### src/rtl/mesi_pkg.sv
package mesi_pkg;

  typedef enum logic [1:0] {
    ST_I = 2'd0,
    ST_S = 2'd1,
    ST_E = 2'd2,
    ST_M = 2'd3
  } lineSt_e;

  // strobes from control to datapath
  typedef struct packed {
    logic latch;    // capture the picked request
    logic evictWb;  // flush own dirty victim
    logic snoopWb;  // flush the remote dirty copy
    logic finish;   // apply fill / state update, complete
  } ctlStrobe_t;

endpackage

### src/rtl/mesi_control.sv
module mesi_control #(
  parameter int NUM_CORES = 4,
  parameter int CORE_W    = 2
) (
  input  logic                   clk,
  input  logic                   rstN,
  input  logic [NUM_CORES-1:0]   reqValid,
  input  logic                   victimDirty,
  input  logic                   remoteDirty,
  output mesi_pkg::ctlStrobe_t   strobe,
  output logic [CORE_W-1:0]      pickId,
  output logic [CORE_W-1:0]      grantId,
  output logic [NUM_CORES-1:0]   reqReady
);
  typedef enum logic {CT_IDLE, CT_RUN} ctState_e;

  ctState_e          ctState;
  logic [CORE_W-1:0] lastGrant;
  logic              anyReq;

  // round-robin pick: lowest rotation distance after lastGrant wins
  always_comb begin
    anyReq = 1'b0;
    pickId = lastGrant;
    for (int k = NUM_CORES; k >= 1; k--) begin
      logic [CORE_W-1:0] candId;
      candId = CORE_W'((int'(lastGrant) + k) % NUM_CORES);
      if (reqValid[candId]) begin
        anyReq = 1'b1;
        pickId = candId;
      end
    end
  end

  always_comb begin
    strobe.latch   = (ctState == CT_IDLE) && anyReq;
    strobe.evictWb = (ctState == CT_RUN) && victimDirty;
    strobe.snoopWb = (ctState == CT_RUN) && !victimDirty && remoteDirty;
    strobe.finish  = (ctState == CT_RUN) && !victimDirty && !remoteDirty;
  end

  always_comb begin
    for (int c = 0; c < NUM_CORES; c++)
      reqReady[c] = strobe.finish && (grantId == CORE_W'(c));
  end

  always_ff @(posedge clk) begin
    if (!rstN) begin
      ctState   <= CT_IDLE;
      lastGrant <= CORE_W'(NUM_CORES - 1);
      grantId   <= '0;
    end else begin
      case (ctState)
        CT_IDLE: if (anyReq) begin
          grantId   <= pickId;
          lastGrant <= pickId;
          ctState   <= CT_RUN;
        end
        CT_RUN: if (strobe.finish) ctState <= CT_IDLE;
        default: ctState <= CT_IDLE;
      endcase
    end
  end
endmodule

### src/rtl/mesi_datapath.sv
module mesi_datapath #(
  parameter int NUM_CORES = 4,
  parameter int CORE_W    = 2,
  parameter int ADDR_W    = 5,
  parameter int DATA_W    = 8,
  parameter int INDEX_W   = 2
) (
  input  logic                            clk,
  input  logic                            rstN,
  input  mesi_pkg::ctlStrobe_t            strobe,
  input  logic [CORE_W-1:0]               pickId,
  input  logic [CORE_W-1:0]               grantId,
  input  logic [NUM_CORES-1:0]            reqWrite,
  input  logic [NUM_CORES*ADDR_W-1:0]     reqAddr,
  input  logic [NUM_CORES*DATA_W-1:0]     reqWdata,
  output logic                            victimDirty,
  output logic                            remoteDirty,
  output logic [DATA_W-1:0]               rspRdata,
  output logic [NUM_CORES*(1<<INDEX_W)*2-1:0] lineState
);
  import mesi_pkg::*;

  localparam int NUM_LINES = 1 << INDEX_W;
  localparam int TAG_W     = ADDR_W - INDEX_W;
  localparam int MEM_DEPTH = 1 << ADDR_W;

  lineSt_e           stArr   [NUM_CORES][NUM_LINES];
  logic [TAG_W-1:0]  tagArr  [NUM_CORES][NUM_LINES];
  logic [DATA_W-1:0] dataArr [NUM_CORES][NUM_LINES];
  logic [DATA_W-1:0] mem     [MEM_DEPTH];

  logic [ADDR_W-1:0] addrIn  [NUM_CORES];
  logic [DATA_W-1:0] wdataIn [NUM_CORES];

  logic [ADDR_W-1:0]  curAddr;
  logic               curWrite;
  logic [DATA_W-1:0]  curWdata;

  logic [INDEX_W-1:0] curIdx;
  logic [TAG_W-1:0]   curTag;
  logic               ownHit;
  logic [ADDR_W-1:0]  victimAddr;
  logic [NUM_CORES-1:0] remHold, remDirty;

  for (genvar gc = 0; gc < NUM_CORES; gc++) begin : g_unpack
    assign addrIn[gc]  = reqAddr[gc*ADDR_W +: ADDR_W];
    assign wdataIn[gc] = reqWdata[gc*DATA_W +: DATA_W];
    for (genvar gl = 0; gl < NUM_LINES; gl++) begin : g_state
      assign lineState[(gc*NUM_LINES+gl)*2 +: 2] = stArr[gc][gl];
    end
  end

  assign curIdx     = curAddr[INDEX_W-1:0];
  assign curTag     = curAddr[ADDR_W-1:INDEX_W];
  assign ownHit     = (stArr[grantId][curIdx] != ST_I) &&
                      (tagArr[grantId][curIdx] == curTag);
  assign victimAddr = {tagArr[grantId][curIdx], curIdx};

  always_comb begin
    for (int c = 0; c < NUM_CORES; c++) begin
      remHold[c]  = (CORE_W'(c) != grantId) && (stArr[c][curIdx] != ST_I) &&
                    (tagArr[c][curIdx] == curTag);
      remDirty[c] = remHold[c] && (stArr[c][curIdx] == ST_M);
    end
  end

  assign victimDirty = !ownHit && (stArr[grantId][curIdx] == ST_M);
  assign remoteDirty = |remDirty;
  assign rspRdata    = ownHit ? dataArr[grantId][curIdx] : mem[curAddr];

  always_ff @(posedge clk) begin
    if (!rstN) begin
      for (int c = 0; c < NUM_CORES; c++)
        for (int l = 0; l < NUM_LINES; l++) begin
          stArr[c][l]   <= ST_I;
          tagArr[c][l]  <= '0;
          dataArr[c][l] <= '0;
        end
      for (int a = 0; a < MEM_DEPTH; a++) mem[a] <= '0;
      curAddr  <= '0;
      curWrite <= 1'b0;
      curWdata <= '0;
    end else begin
      if (strobe.latch) begin
        curAddr  <= addrIn[pickId];
        curWrite <= reqWrite[pickId];
        curWdata <= wdataIn[pickId];
      end
      if (strobe.evictWb) begin
        mem[victimAddr]         <= dataArr[grantId][curIdx];
        stArr[grantId][curIdx]  <= ST_I;
      end
      if (strobe.snoopWb) begin
        for (int c = 0; c < NUM_CORES; c++)
          if (remDirty[c]) begin
            mem[curAddr]      <= dataArr[c][curIdx];
            stArr[c][curIdx]  <= curWrite ? ST_I : ST_S;
          end
      end
      if (strobe.finish) begin
        if (curWrite) begin
          for (int c = 0; c < NUM_CORES; c++)
            if (remHold[c]) stArr[c][curIdx] <= ST_I;
          stArr[grantId][curIdx]   <= ST_M;
          tagArr[grantId][curIdx]  <= curTag;
          dataArr[grantId][curIdx] <= curWdata;
        end else if (!ownHit) begin
          for (int c = 0; c < NUM_CORES; c++)
            if (remHold[c]) stArr[c][curIdx] <= ST_S;
          stArr[grantId][curIdx]   <= (|remHold) ? ST_S : ST_E;
          tagArr[grantId][curIdx]  <= curTag;
          dataArr[grantId][curIdx] <= mem[curAddr];
        end
      end
    end
  end
endmodule

### src/rtl/mesi_coherent_system.sv
module mesi_coherent_system #(
  parameter int NUM_CORES = 4,
  parameter int ADDR_W    = 5,
  parameter int DATA_W    = 8,
  parameter int INDEX_W   = 2
) (
  input  logic                                  clk,
  input  logic                                  rstN,
  input  logic [NUM_CORES-1:0]                  reqValid,
  input  logic [NUM_CORES-1:0]                  reqWrite,
  input  logic [NUM_CORES*ADDR_W-1:0]           reqAddr,
  input  logic [NUM_CORES*DATA_W-1:0]           reqWdata,
  output logic [NUM_CORES-1:0]                  reqReady,
  output logic [DATA_W-1:0]                     rspRdata,
  output logic [NUM_CORES*(1<<INDEX_W)*2-1:0]   lineState
);
  localparam int NUM_LINES = 1 << INDEX_W;
  localparam int CORE_W    = (NUM_CORES > 1) ? $clog2(NUM_CORES) : 1;

  mesi_pkg::ctlStrobe_t strobe;
  logic [CORE_W-1:0]    pickId, grantId;
  logic                 victimDirty, remoteDirty;

  mesi_control #(.NUM_CORES(NUM_CORES), .CORE_W(CORE_W)) i_control (
    .clk(clk), .rstN(rstN), .reqValid(reqValid),
    .victimDirty(victimDirty), .remoteDirty(remoteDirty),
    .strobe(strobe), .pickId(pickId), .grantId(grantId), .reqReady(reqReady)
  );

  mesi_datapath #(.NUM_CORES(NUM_CORES), .CORE_W(CORE_W), .ADDR_W(ADDR_W),
                  .DATA_W(DATA_W), .INDEX_W(INDEX_W)) i_datapath (
    .clk(clk), .rstN(rstN), .strobe(strobe), .pickId(pickId), .grantId(grantId),
    .reqWrite(reqWrite), .reqAddr(reqAddr), .reqWdata(reqWdata),
    .victimDirty(victimDirty), .remoteDirty(remoteDirty),
    .rspRdata(rspRdata), .lineState(lineState)
  );
endmodule

### config.mk
export PLATFORM = sky130hd
export DESIGN_NAME = mesi_coherent_system
export DESIGN_NICKNAME = d
export VERILOG_FILES = /design/src/rtl/mesi_pkg.sv /design/src/rtl/mesi_control.sv /design/src/rtl/mesi_datapath.sv /design/src/rtl/mesi_coherent_system.sv
export SDC_FILE = /design/constraint.sdc
export NUM_CORES = 1
export LEC_CHECK = 0
export ABC_AREA = 1
export BUFFER_PORTS_ARGS = -buffer_cell sky130_fd_sc_hd__buf_2
export CAP_MARGIN = 5
export CORE_MARGIN = 2
export CORE_UTILIZATION = 30
export CTS_BUF_LIST = sky130_fd_sc_hd__clkbuf_2 sky130_fd_sc_hd__clkbuf_4 sky130_fd_sc_hd__clkbuf_8
export DETAILED_ROUTE_END_ITERATION = 8
export SKIP_CTS_REPAIR_TIMING = 1
export SYNTH_ARGS = -nofsm -noshare
export SYNTH_HDL_FRONTEND = slang
export SYNTH_HIERARCHICAL = 1
export SYNTH_SLANG_ARGS = --single-unit
### constraint.sdc
create_clock -name clk -period 8 [get_ports clk]
set_input_delay 1.6 -clock clk [delete_from_list [all_inputs] [get_ports clk]]
set_output_delay 1.6 -clock clk [all_outputs]
set_load 0.1 [all_outputs]
==> results.sh <==
export IMPL_drt_total_wl_um=107000
export IMPL_p_per_area_nw_per_um2=346
export IMPL_die_w_um=308
export IMPL_finalSetupViolCount=0
export IMPL_report_final_slew_viol_count=0
export IMPL_reg2reg_depth=24
export IMPL_core_um2=91700
export IMPL_p_switching_w=0.00550
export IMPL_synth_area_leader_cell="edfxtp_1"
export IMPL_final_nets=3554
export IMPL_avgSynthCellArea_um2=7.98
export IMPL_power_share_clock_pct=22.1
export IMPL_reg2reg_setup_slack_ns=1.55
export IMPL_synth_seq_area_share_pct=50.7
export IMPL_die_area_um2=95000
export IMPL_grt_antenna_before_repair=2
export IMPL_final_cell_mix="982 x nand2_1, 549 x nor2_1, 432 x edfxtp_1"
export IMPL_ys_ff_latch=488
export IMPL_grt_max_degree=122
export IMPL_num_rows=111
export IMPL_cts_buffers=84
export IMPL_fill_cells=9673
export IMPL_grt_pass1_vias=23900
export IMPL_syn_instance_count=3481
export IMPL_drive_gt1_share_pct=11.6
export IMPL_rsz0062_at_grt="false"
export IMPL_hpwl_um=73800
export IMPL_min_period_ns=6.96
export IMPL_regArea_um2=14100
export IMPL_max_vdd_ir_drop_mv=0.382
export IMPL_finalSetupTns_ns=0
export IMPL_route_detailed_wl_per_inst_um=22.6
export IMPL_worstSetupStartpointType="flip-flop"
export IMPL_die_h_um=308
export IMPL_drt_iter0_markers=3747
export IMPL_relSlewSlack_pct=15.8
export IMPL_portBuffers=105
export IMPL_yosysUniqueCellTypes=50
export IMPL_firstDrtPassIters=5
export IMPL_hold_depth=2
export IMPL_area_growth_synth_to_final_pct=11.3
export IMPL_synthTopCellsByArea="edfxtp_1 47%, nand2_1 13%, nor2_1 7.5%"
export IMPL_worst_slew_pin_slew_ns=1.25
export IMPL_hp_class="flip-flop to flip-flop"
export IMPL_tritoncts="yes"
export IMPL_finalHoldWorstSlack_ns=0.537
export IMPL_io_pins=106
export IMPL_vias=26300
export IMPL_final_util_pct=33.7
export IMPL_netlist_area_um2=27800
export IMPL_synth_fp_nets=3543
export IMPL_intPower_w=0.00521
export IMPL_leakagePower_nw=12.1
export IMPL_clkTransAtPathRegs_ns=0.06
export IMPL_clock_sinks=488
export IMPL_mostFrequentLayoutCell="nand2_1"
export IMPL_ant_nets=0
export IMPL_crit_arrival_ns=5.36
export IMPL_crit_path_frequent_cell="nand2_1"
export IMPL_critical_path_class="flip-flop to output pin"
export IMPL_switching_share_pct=51.3
export IMPL_crit_required_ns=6.40
export IMPL_crit_path_end_kind="output pin"
export IMPL_multi_input_area_um2=12000
export IMPL_slowest_stage="inv_2"
export IMPL_grt_usage_pct=22.2
export IMPL_clk_path_buf_depth=3
export IMPL_grt_pass1_wl_um=158000
export IMPL_cts_root_buf="clkbuf_8"
export IMPL_critPathMaxStageDelay_ns=0.58
export IMPL_fmaxAchievable_ghz=0.144
export IMPL_start_util_pct=30.3
export IMPL_finalHoldViolations=0
export IMPL_finClkSkew_ns=0.0387
export IMPL_p_comb_share_pct=48.5
export IMPL_synth_top_cell_area_share_pct=46.7
export IMPL_vias_per_cell=5.53
export IMPL_gp_congestion=0.977
export IMPL_crit_fanout=23
export IMPL_cap_violations=0
export IMPL_outcome="complete, no violations"
export IMPL_yosysWarnings=6
export IMPL_fin_crit_sh_pct=87.0
export IMPL_clk_latency_ns=0.70
export IMPL_h_tree_depth=3
export IMPL_grt_overflow=0
export IMPL_drc_errors=0
export IMPL_power_frac_seq_pct=29.3
export IMPL_path_cells="buf_4 -> inv_1 -> nand2_4 -> inv_2 -> nand2_1 -> nand2_1 -> nor2_2 -> nand2_1 -> nand2_1 -> nor2_1 -> nand2_4 -> inv_1 -> nor3_1 -> nor3_1 -> inv_1 -> nor3_1 -> buf_2"
## state kept, by name (all words and copies together), names as in the netlist, named ones only
signal and count:
i_control/grantId 2, i_datapath/dataArr 128, i_datapath/curWrite 1, i_control/ctState 1, i_datapath/curWdata 8, i_datapath/tagArr 48
i_datapath/mem 256, i_control/lastGrant 2, i_datapath/curAddr 5, i_datapath/stArr 32
## cell families after synthesis
kind of cell / share of synthesized area, %
muxes: 0.180
buffers and inverters: 6.36
and+or+nand+nor: 29.2
AOI/OAI and AO/OA: 13.5
DFF: 50.7
## per-stage QoR
| stage | cell area (µm²) | power [W] | setup slack, ns | std cells |
|---|---|---|---|---|
| finish | 30900 | 0.0107 | 1.04 | 4745 |
| detailed placement | 29200 | 0.00819 | 1.87 | 4592 |
| floorplan | 27800 | 0.00626 | 1.64 | 3481 |
| global route | 30900 | 0.0111 | 0.852 | 4745 |
| global placement | 29200 | 0.00819 | 1.94 | 4592 |
| CTS | 30900 | 0.0106 | 1.24 | 4744 |
## cell type report
cell class	count	share of cell area (%)
Sequential cell	488	45.6
Timing Repair Buffer	173	3.44
Tap cell	1186	4.80
Inverter	153	1.87
Clock inverter	36	0.826
Clock buffer	116	4.70
Multi-Input combinational cell	2592	38.8
Antenna cell	1	0.00809
## final timing paths
path                                        startpoint                     end
worst max register to register   i_datapath/curAddr[1]   i_datapath/mem[28][3]
worst min-delay path            i_datapath/stArr[2][1]  i_datapath/stArr[2][1]
worst min register to register  i_datapath/stArr[2][1]  i_datapath/stArr[2][1]
worst max-delay path             i_datapath/curAddr[1]             reqReady[0]
## cells in the mapped netlist (all sizes together)
cell / count
a21boi: 1
a21oi: 36
a221oi: 20
a22o: 10
a22oi: 12
a31oi: 4
a32oi: 3
and2: 5
buf: 138
clkbuf: 110
clkinv: 6
dfxtp: 56
edfxtp: 432
inv: 147
mux2i: 5
nand2: 995
nand3: 334
nand4: 33
nor2: 575
nor3: 14
nor3b: 1
o211ai: 5
o21a: 3
o21ai: 440
o21bai: 2
o221ai: 57
o22ai: 23
o311ai: 5
o32ai: 9
## worst max-delay path, delay by kind of cell (launching register included)
family	cells	cell delay [ns]
buffers and inverters	6	2.49
and+or+nand+nor	11	1.85
DFF	1	0.29
## layer usage
metal,GRT usage [%],share of wire (%),vias to the layer above
met4,8.16,3.9,2
met2,34.3,44,1557
li1,-,-,11900
met5,0,0.0093,-
met3,4.55,11,274
met1,30.6,41,12500
## power by group through the flow
stage / Combinational [W] / Sequential [W] / Clock (W)
floorplan: 0.00310 / 0.00316 / 0
global placement: 0.00500 / 0.00319 / 0
detailed placement: 0.00501 / 0.00318 / 0
CTS: 0.00502 / 0.00313 / 0.00240
global route: 0.00541 / 0.00315 / 0.00251
finish: 0.00520 / 0.00314 / 0.00237
Power figures use the tool's default switching activity.
